## src/rtl/tsm_pkg.sv

```systemverilog
package tsm_pkg;

    localparam int NUM_CH    = 32;
    localparam int CH_W      = 8;
    localparam int BX_W      = 8;
    localparam int SUM_OUT_W = 8;

    localparam int IDX_W      = $clog2(NUM_CH);
    localparam int SUM_FULL_W = CH_W + IDX_W;
    localparam int SUMMARY_W  = CH_W + IDX_W + SUM_OUT_W + BX_W;
    localparam int SUM_LIMIT  = (1 << SUM_OUT_W) - 1;

    typedef struct packed {
        logic [CH_W-1:0]  value;
        logic [IDX_W-1:0] idx;
    } cand_t;

    typedef struct packed {
        logic [CH_W-1:0]      max_val;
        logic [IDX_W-1:0]     max_idx;
        logic [SUM_OUT_W-1:0] sum_sat;
        logic [BX_W-1:0]      bxid;
    } summary_t;

    function automatic logic [SUM_OUT_W-1:0] clamp_sum(input logic [SUM_FULL_W-1:0] s);
        if (s > SUM_FULL_W'(SUM_LIMIT))
            return '1;
        else
            return s[SUM_OUT_W-1:0];
    endfunction

endpackage

```

## src/rtl/tsm_argmax.sv

```systemverilog
module tsm_argmax
    import tsm_pkg::*;
#(
    parameter int N = 4
) (
    input  cand_t cands [N],
    output cand_t best
);
    // Candidates arrive in ascending channel order; only a strictly larger
    // value displaces the current best, so ties keep the lower channel.
    always_comb begin
        best = cands[0];
        for (int i = 1; i < N; i++) begin
            if (cands[i].value > best.value)
                best = cands[i];
        end
    end
endmodule

```

## src/rtl/tsm_sum.sv

```systemverilog
module tsm_sum #(
    parameter int N     = 4,
    parameter int IN_W  = 8,
    parameter int OUT_W = IN_W + $clog2(N)
) (
    input  logic [IN_W-1:0]  vals [N],
    output logic [OUT_W-1:0] total
);
    always_comb begin
        total = '0;
        for (int i = 0; i < N; i++)
            total = total + OUT_W'(vals[i]);
    end
endmodule

```

## src/rtl/trig_summary_max_sum.sv

```systemverilog
module trig_summary_max_sum
    import tsm_pkg::*;
#(
    parameter int GROUP = 4
) (
    input  logic                   clk,
    input  logic                   rst,
    input  logic                   in_valid,
    input  logic [BX_W-1:0]        in_bxid,
    input  logic [NUM_CH*CH_W-1:0] in_chan,
    output logic                   out_valid,
    output logic [SUMMARY_W-1:0]   out_summary
);
    localparam int NGRP   = NUM_CH / GROUP;
    localparam int GSUM_W = CH_W + $clog2(GROUP);
    localparam int S2_W   = GSUM_W + $clog2(NGRP);

    // ---------------- stage 1: per-group winner and partial sum ----------
    cand_t              grp_best [NGRP];
    logic [GSUM_W-1:0]  grp_sum  [NGRP];

    for (genvar g = 0; g < NGRP; g++) begin : g_grp
        cand_t           gc [GROUP];
        logic [CH_W-1:0] gv [GROUP];
        for (genvar k = 0; k < GROUP; k++) begin : g_ch
            assign gv[k]       = in_chan[(g*GROUP+k)*CH_W +: CH_W];
            assign gc[k].value = gv[k];
            assign gc[k].idx   = IDX_W'(g*GROUP + k);
        end
        tsm_argmax #(.N(GROUP)) u_max (.cands(gc), .best(grp_best[g]));
        tsm_sum #(.N(GROUP), .IN_W(CH_W), .OUT_W(GSUM_W)) u_sum (
            .vals(gv), .total(grp_sum[g])
        );
    end

    cand_t             grp_s1  [NGRP];
    logic [GSUM_W-1:0] gsum_s1 [NGRP];
    logic [BX_W-1:0]   bx_s1;
    logic              v_s1;

    always_ff @(posedge clk) begin
        if (rst) begin
            v_s1  <= 1'b0;
            bx_s1 <= '0;
            for (int g = 0; g < NGRP; g++) begin
                grp_s1[g]  <= '0;
                gsum_s1[g] <= '0;
            end
        end else begin
            v_s1  <= in_valid;
            bx_s1 <= in_bxid;
            for (int g = 0; g < NGRP; g++) begin
                grp_s1[g]  <= grp_best[g];
                gsum_s1[g] <= grp_sum[g];
            end
        end
    end

    // ---------------- stage 2: combine groups ----------------------------
    cand_t           win_c;
    logic [S2_W-1:0] sum_c;

    tsm_argmax #(.N(NGRP)) u_max_fin (.cands(grp_s1), .best(win_c));
    tsm_sum #(.N(NGRP), .IN_W(GSUM_W), .OUT_W(S2_W)) u_sum_fin (
        .vals(gsum_s1), .total(sum_c)
    );

    cand_t           win_s2;
    logic [S2_W-1:0] sum_s2;
    logic [BX_W-1:0] bx_s2;
    logic            v_s2;

    always_ff @(posedge clk) begin
        if (rst) begin
            v_s2   <= 1'b0;
            win_s2 <= '0;
            sum_s2 <= '0;
            bx_s2  <= '0;
        end else begin
            v_s2   <= v_s1;
            win_s2 <= win_c;
            sum_s2 <= sum_c;
            bx_s2  <= bx_s1;
        end
    end

    // ---------------- stage 3: clamp, pack, hold ------------------------
    summary_t pack_c;
    always_comb begin
        pack_c.max_val = win_s2.value;
        pack_c.max_idx = win_s2.idx;
        pack_c.sum_sat = clamp_sum(SUM_FULL_W'(sum_s2));
        pack_c.bxid    = bx_s2;
    end

    always_ff @(posedge clk) begin
        if (rst) begin
            out_valid   <= 1'b0;
            out_summary <= '0;
        end else begin
            out_valid <= v_s2;
            if (v_s2)
                out_summary <= pack_c;
        end
    end

    // ---------------- assertions ----------------------------------------
    for (genvar g = 0; g < NGRP; g++) begin : g_chk
        // the overall winner is never smaller than any group winner
        a_r1_max_dominates: assert property (@(posedge clk) disable iff (rst)
            v_s1 |=> (win_s2.value >= $past(grp_s1[g].value)));
        // on equal values the reported channel is the lower one
        a_r2_tie_lowest: assert property (@(posedge clk) disable iff (rst)
            (v_s1 && (win_c.value == grp_s1[g].value)) |=>
                (win_s2.idx <= $past(grp_s1[g].idx)));
    end

    a_r3_sum_exact: assert property (@(posedge clk) disable iff (rst)
        (v_s2 && (sum_s2 <= S2_W'(SUM_LIMIT))) |=>
            (out_summary[BX_W +: SUM_OUT_W] == $past(sum_s2[SUM_OUT_W-1:0])));

    a_r4_sum_clamp: assert property (@(posedge clk) disable iff (rst)
        (v_s2 && (sum_s2 > S2_W'(SUM_LIMIT))) |=>
            (out_summary[BX_W +: SUM_OUT_W] == SUM_OUT_W'(SUM_LIMIT)));

    a_r6_latency: assert property (@(posedge clk) disable iff (rst)
        in_valid |=> ##2 out_valid);

    a_r7_reset_clear: assert property (@(posedge clk)
        rst |=> (!out_valid && (out_summary == '0)));

    a_r8_hold: assert property (@(posedge clk) disable iff (rst)
        !v_s2 |=> $stable(out_summary));

endmodule

```

## config.mk

```make
export PLATFORM = sky130hd
export DESIGN_NAME = trig_summary_max_sum
export DESIGN_NICKNAME = d
export VERILOG_FILES = /design/src/rtl/tsm_pkg.sv /design/src/rtl/tsm_argmax.sv /design/src/rtl/tsm_sum.sv /design/src/rtl/trig_summary_max_sum.sv
export SDC_FILE = /design/constraint.sdc
export NUM_CORES = 1
export LEC_CHECK = 0
export ABC_CLOCK_PERIOD_IN_PS = 19000
export BUFFER_PORTS_ARGS = -buffer_cell sky130_fd_sc_hd__buf_2
export CORE_MARGIN = 3
export CORE_UTILIZATION = 57
export CTS_CLUSTER_DIAMETER = 80
export DETAILED_ROUTE_END_ITERATION = 8
export MAX_ROUTING_LAYER = met4
export PLACE_DENSITY_LB_ADDON = 0.1
export SYNTH_ARGS = -nofsm -noshare
export SYNTH_HDL_FRONTEND = slang
export SYNTH_SLANG_ARGS = --single-unit
```

## constraint.sdc

```tcl
create_clock -name clk -period 19 [get_ports clk]
set_clock_uncertainty 0.15 [all_clocks]
set_input_delay 1.9 -clock clk [delete_from_list [all_inputs] [get_ports clk]]
set_output_delay 1.9 -clock clk [all_outputs]
set_load 0.05 [all_outputs]
```

==> run_results.csv, run 1 <==
group,metric,value,unit
routing,vias,18744,
power,peakVddDrop,232,uV
global_route,overflow,0,
clocking,clock_sinks,235,
sta,rsz0062_at_grt,"false",
cells_and_area,synthToLayoutAreaGrowth,12.6,%
global_route,met3_usage,3.14,%
clocking,cts_buffers,27,
clocking,postCtsResizedCells,0,
sta,period_share,86.0,%
placement,gp_congestion,0.920,
global_route,met2_usage,45.2,%
critical_path,slowest_stage,"a41oi_1",
clocking,cts-root-buf,"clkbuf_16",
sta,drv_slew,0,
critical_path,startpoint_type,"flop",
placement,hpwl,49000,um
run_status,status,"completed",
flow_run,cap_violations,0,
global_route,grt_max_degree,91,
routing,drc,0,
placement,dpl_worst_slack,2.87,ns
floorplan,core,40000,um2
clocking,cts_tree,"done",
global_route,grt_pass1_wl,93400,um
clocking,postCtsSetupBuffers,0,
sta,slew_headroom,24.0,%
cells_and_area,fin_area,26200,um2
logic_synthesis,syn_nets,3531,
logic_synthesis,ys_warn_count,0,
global_route,gr-usage-met1,34.5,%
routing,drt-total-wl,57600,um
floorplan,initial_utilization,58.2,%
logic_synthesis,ys_ff_latch,235,
placement,port_buffers,296,
critical_path,crit_fanout,24,
critical_path,path_common_cell,"ha_1",
global_route,track_usage,26.8,%
sta,tightest_slew,1.13,ns
global_route,grt_pass1_vias,19210,
sta,hold_viol,0,
routing,firstDrtPassIters,5,
critical_path,cp.required,19.32,ns
logic_synthesis,synth_area,23300,um2
logic_synthesis,syn_inst,2736,
clocking,cts_buffer_depth,3,
logic_synthesis,synth-edff-count,0,
power,power_density,209,nW/um2
sta,fin_crit,16.34,ns
logic_synthesis,synthFlopType,"dfxtp_1",
clocking,cts_hold_buf,0,
sta,max_freq,61.2,MHz
clocking,clk_latency,0.54,ns
floorplan,die_area,43300,um2
logic_synthesis,syn_area_per_cell,8.50,um2
sta,setup_ws,2.66,ns
logic_synthesis,synthDominantCellAreaShare,21.5,%
critical_path,end_kind,"flop",
critical_path,max_stage_delay,0.87,ns
global_route,top_usage_layer,"met2",
floorplan,die_w,208,um
routing,drt_iter0_markers,854,
logic_synthesis,yosys-top-cells-count,"inv_1 (477), ha_1 (399), nor2_1 (346)",
power,power.leakage,0.0141,uW
floorplan,num_rows,73,
floorplan,fp.dieH,208,um
global_route,antenna_found_initial,2,
routing,antenna_left,0,
logic_synthesis,post_synth_num_cell_types,61,
power,finalPower,5490,uW
sta,whs,0.286,ns
sta,setup_viol,0,
critical_path,cp.arrival,16.67,ns
logic_synthesis,yosysMostFrequentCell,"inv_1",
cells_and_area,num-nets-final,3807,
floorplan,pin_count,297,
clocking,h-tree-depth,1,
clocking,clkTransAtPathRegs,0.06,ns
routing,wl_per_cell,16.2,um
logic_synthesis,synth_top_cell_by_area,"ha_1",
cells_and_area,drive_gt1_share,15.2,%
logic_synthesis,synth_top_cells_by_area,"ha_1 (21%), dfxtp_1 (20%), fa_1 (11%)",
sta,fin_tns_setup,0,ns
logic_synthesis,yosysSeqAreaShare,20.2,%
routing,vias_per_cell,5.27,
placement,dpl_cell_area,25300,um2
critical_path,worst-setup-path-type,"flop to flop",
logic_synthesis,synthArstFlopShare,0,%
cells_and_area,fillers,3478,
min_path,worstHoldPathType,"flop to flop",
[logic make-up after synthesis]
family	Yosys count	share of synthesized area (%)
simple gates	628	12.3
buf+inv	541	8.76
fa+ha+maj	528	32.6
compound gates	507	13.5
flops	235	20.2
mux	191	8.70
xor+xnor	106	3.99
[through the flow]
stage                     utilization (%)  std cells
after floorplan                         -       2736
after global placement               63.2       3508
after detailed placement             63.2       3508
after CTS                            65.5       3557
after global routing                 65.5       3558
final                                65.5       3558
[report_power, final]
part	internal (uW)	total (uW)	switching, uW
registers	639	717	77.7
clock network	318	532	214
logic	1910	4240	2330
total	2860	5490	2620
[critical path, delay by kind of cell (launching register included)]
family | cells | cell delay [ns]
buf+inv | 5 | 0.27
simple gates | 19 | 4.71
fa+ha+maj | 7 | 1.93
compound gates | 32 | 6.91
flops | 1 | 0.32
mux | 7 | 1.96
[routing by layer]
metal  up-vias  routed length (um)  part of all wire (%)
met1      8771               26200                    46
met3        85                2460                   4.3
met4         0                1490                   2.6
li1       9543                   -                     -
met5         -                   0                     0
met2       345               27400                    48
[layout by cell type (no fill, tap or decap), types with 66 or more instances in the layout]
master and count:
o21ai_0 129, mux2i_1 102, ha_1 399, nor2b_1 77, inv_1 477, mux2_2 84, fa_1 129, a21o_1 84
a21oi_1 174, xnor2_1 86, nand2_1 66, dfxtp_1 234, nor2_1 346, buf_2 295
[worst paths after layout]
kind         slack, ns  startpoint  depth (start not counted)          to
max               2.66  grp_s1[97]                         70  pack_c[24]
min               0.29    bx_s1[6]                          1    bx_s2[6]
max reg2reg       2.66  grp_s1[97]                         70  pack_c[24]
min reg2reg       0.29    bx_s1[6]                          1    bx_s2[6]
[layout make-up]
| cell class | count | area, um2 | share of cell area [%] |
|---|---|---|---|
| Antenna cell | 1 | 2.50 | 0.00955 |
| Clock buffer | 34 | 742 | 2.83 |
| Clock inverter | 15 | 169 | 0.645 |
| Inverter | 478 | 1790 | 6.85 |
| Multi-Input combinational cell | 1960 | 16500 | 63.1 |
| Sequential cell | 235 | 4710 | 18.0 |
| Tap cell | 525 | 657 | 2.51 |
| Timing Repair Buffer | 310 | 1590 | 6.08 |
[sequential cells by signal, indices dropped and copies added (netlist names)]
name / flops
bx_s1: 8
bx_s2: 8
grp_s1: 81
gsum_s1: 80
out_summary: 29
out_valid: 1
pack_c: 13
sum_s2: 13
v_s1: 1
v_s2: 1
(Power assumes the default switching activity.)
==> run 2: changes to the inputs <==
Settings changed: ABC_CLOCK_PERIOD_IN_PS 19000 to 15500.
Clock period 19 ns to 15.5 ns, I/O delays scaled along.
==> run_results.csv, run 2 (synthesis gave the netlist of run 1 again) <==
group,metric,value,unit
clocking,cts_buffers,26,
cells_and_area,num-nets-final,3809,
power,peakVddDrop,264,uV
routing,wl_per_cell,16.1,um
clocking,cts-root-buf,"clkbuf_16",
routing,firstDrtPassIters,5,
clocking,cts_tree,"done",
floorplan,num_rows,73,
floorplan,die_area,43300,um2
critical_path,max_stage_delay,0.56,ns
power,power.leakage,0.0141,uW
global_route,grt_pass1_wl,93700,um
power,pwr-share-comb,77.8,%
routing,antenna_left,0,
critical_path,cp.arrival,14.70,ns
placement,gp_congestion,0.902,
routing,vias,18722,
min_path,worstHoldPathType,"flop to flop",
sta,setup_ws,1.13,ns
floorplan,die_w,208,um
routing,drt_iter0_markers,840,
clocking,clkTransAtPathRegs,0.06,ns
clocking,cts_hold_buf,0,
critical_path,worst-setup-path-type,"flop to flop",
cells_and_area,synthToLayoutAreaGrowth,12.7,%
power,finalPower,6780,uW
routing,drt-total-wl,57400,um
floorplan,core,40000,um2
cells_and_area,largest_reg_flops,81,
run_status,status,"completed",
routing,drc,0,
critical_path,slowest_stage,"nor3b_2",
sta,period_share,92.7,%
cells_and_area,top_register,"grp_s1",
sta,max_freq,69.6,MHz
power,switching_power,3260,uW
cells_and_area,drive_gt1_share,15.3,%
clocking,clock_sinks,235,
floorplan,fp.dieH,208,um
global_route,antenna_found_initial,1,
routing,vias_per_cell,5.26,
clocking,clk_latency,0.53,ns
cells_and_area,largestRegisters,"grp_s1: 81 flops, gsum_s1: 80 flops, out_summary: 29 flops",
global_route,grt_max_degree,90,
sta,fin_crit,14.37,ns
power,switching_share,48.1,%
cells_and_area,fillers,3504,
floorplan,initial_utilization,58.2,%
placement,dpl_worst_slack,0.576,ns
cells_and_area,antenna_cells,0,
sta,setup_viol,0,
critical_path,startpoint_type,"flop",
clocking,cts_buffer_depth,3,
power,pwr-share-clk,9.2,%
global_route,grt_pass1_vias,19283,
placement,port_buffers,296,
critical_path,cp.required,15.82,ns
sta,fin_tns_setup,0,ns
critical_path,crit_buf_inv,7,
sta,drv_slew,0,
cells_and_area,final_common_cell,"inv_1",
power,p_seq_share,13.0,%
critical_path,path_delay_family,"compound AO/OA/AOI/OAI gates",
power,power_density,259,nW/um2
cells_and_area,mostFrequentLayoutCells,"inv_1 (477), ha_1 (399), nor2_1 (346)",
global_route,track_usage,26.8,%
critical_path,end_kind,"flop",
sta,tightest_slew,1.06,ns
flow_run,cap_violations,0,
placement,hpwl,49100,um
clocking,h-tree-depth,1,
power,intPower,3520,uW
global_route,overflow,0,
sta,slew_headroom,28.7,%
sta,hold_viol,0,
sta,rsz0062_at_grt,"false",
critical_path,crit_fanout,17,
floorplan,pin_count,297,
run 2: changes by cell type in the layout (fill, tap and decap cells not counted), moves of 2 or more:
cell | previous run | this run
buf_4 | 14 | 17
clkinvlp_4 | 0 | 4
clkinv_2 | 7 | 4
inv_6 | 2 | 0
run 2: worst paths after layout:
check,start,to,slack [ns],depth (start not counted)
setup / recovery,grp_s1[97],pack_c[24],1.13,70
hold / removal,bx_s1[1],bx_s2[1],0.28,1
setup reg to reg,grp_s1[97],pack_c[24],1.13,70
hold reg to reg,bx_s1[1],bx_s2[1],0.28,1
run 2: metrics by stage:
step,hold slack [ns],util [%],instance area (um2),std cells
4_1_cts,0.285,65.5,26200,3558
2_1_floorplan,0.264,-,23300,2736
6_report,0.282,65.5,26200,3558
3_5_place_dp,0.271,63.3,25300,3511
5_1_grt,0.307,65.5,26200,3558
3_3_place_gp,0.268,63.3,25300,3511
run 2: per-layer routing:
layer	share of wire, %	wire length [um]	global-route usage, %	up-vias
met5	0	0	-	-
met2	48	27300	45.4	362
met4	2.3	1300	6.11	0
met3	4.8	2760	3.69	78
li1	-	-	-	9548
met1	45	26000	34.3	8734
run 2: what timing repair did:
item	4_1_cts	5_1_grt
setup buffers	0	0
gates resized for setup	0	3
endpoints found under the setup margin	0	9
run 2: worst register-to-register path: cells and delay by family (launching register included):
| kind | cells | cell delay [ns] |
|---|---|---|
| AND/OR/NAND/NOR | 14 | 2.85 |
| AO/OA/AOI/OAI | 36 | 6.35 |
| multiplexers | 6 | 1.92 |
| flip-flops | 1 | 0.33 |
| buffers and inverters | 7 | 0.81 |
| adder cells (fa/ha/maj) | 7 | 1.88 |
run 2: cell type report:
type / instances / area [um2] / area share, %
multi-input combinational: 1960 / 16600 / 63.2
sequential: 235 / 4710 / 18.0
inverter: 478 / 1790 / 6.85
timing repair buffer: 313 / 1620 / 6.16
clock buffer: 34 / 742 / 2.83
tap: 525 / 657 / 2.51
clock inverter: 13 / 144 / 0.549
run 2: power groups by stage:
stage                     registers (uW)  clock network (uW)  logic [uW]
after floorplan                      850                   0        4050
after global placement               892                   0        5060
after detailed placement             888                   0        5210
after CTS                            879                 640        5250
after global routing                 891                 664        5960
final                                878                 626        5280
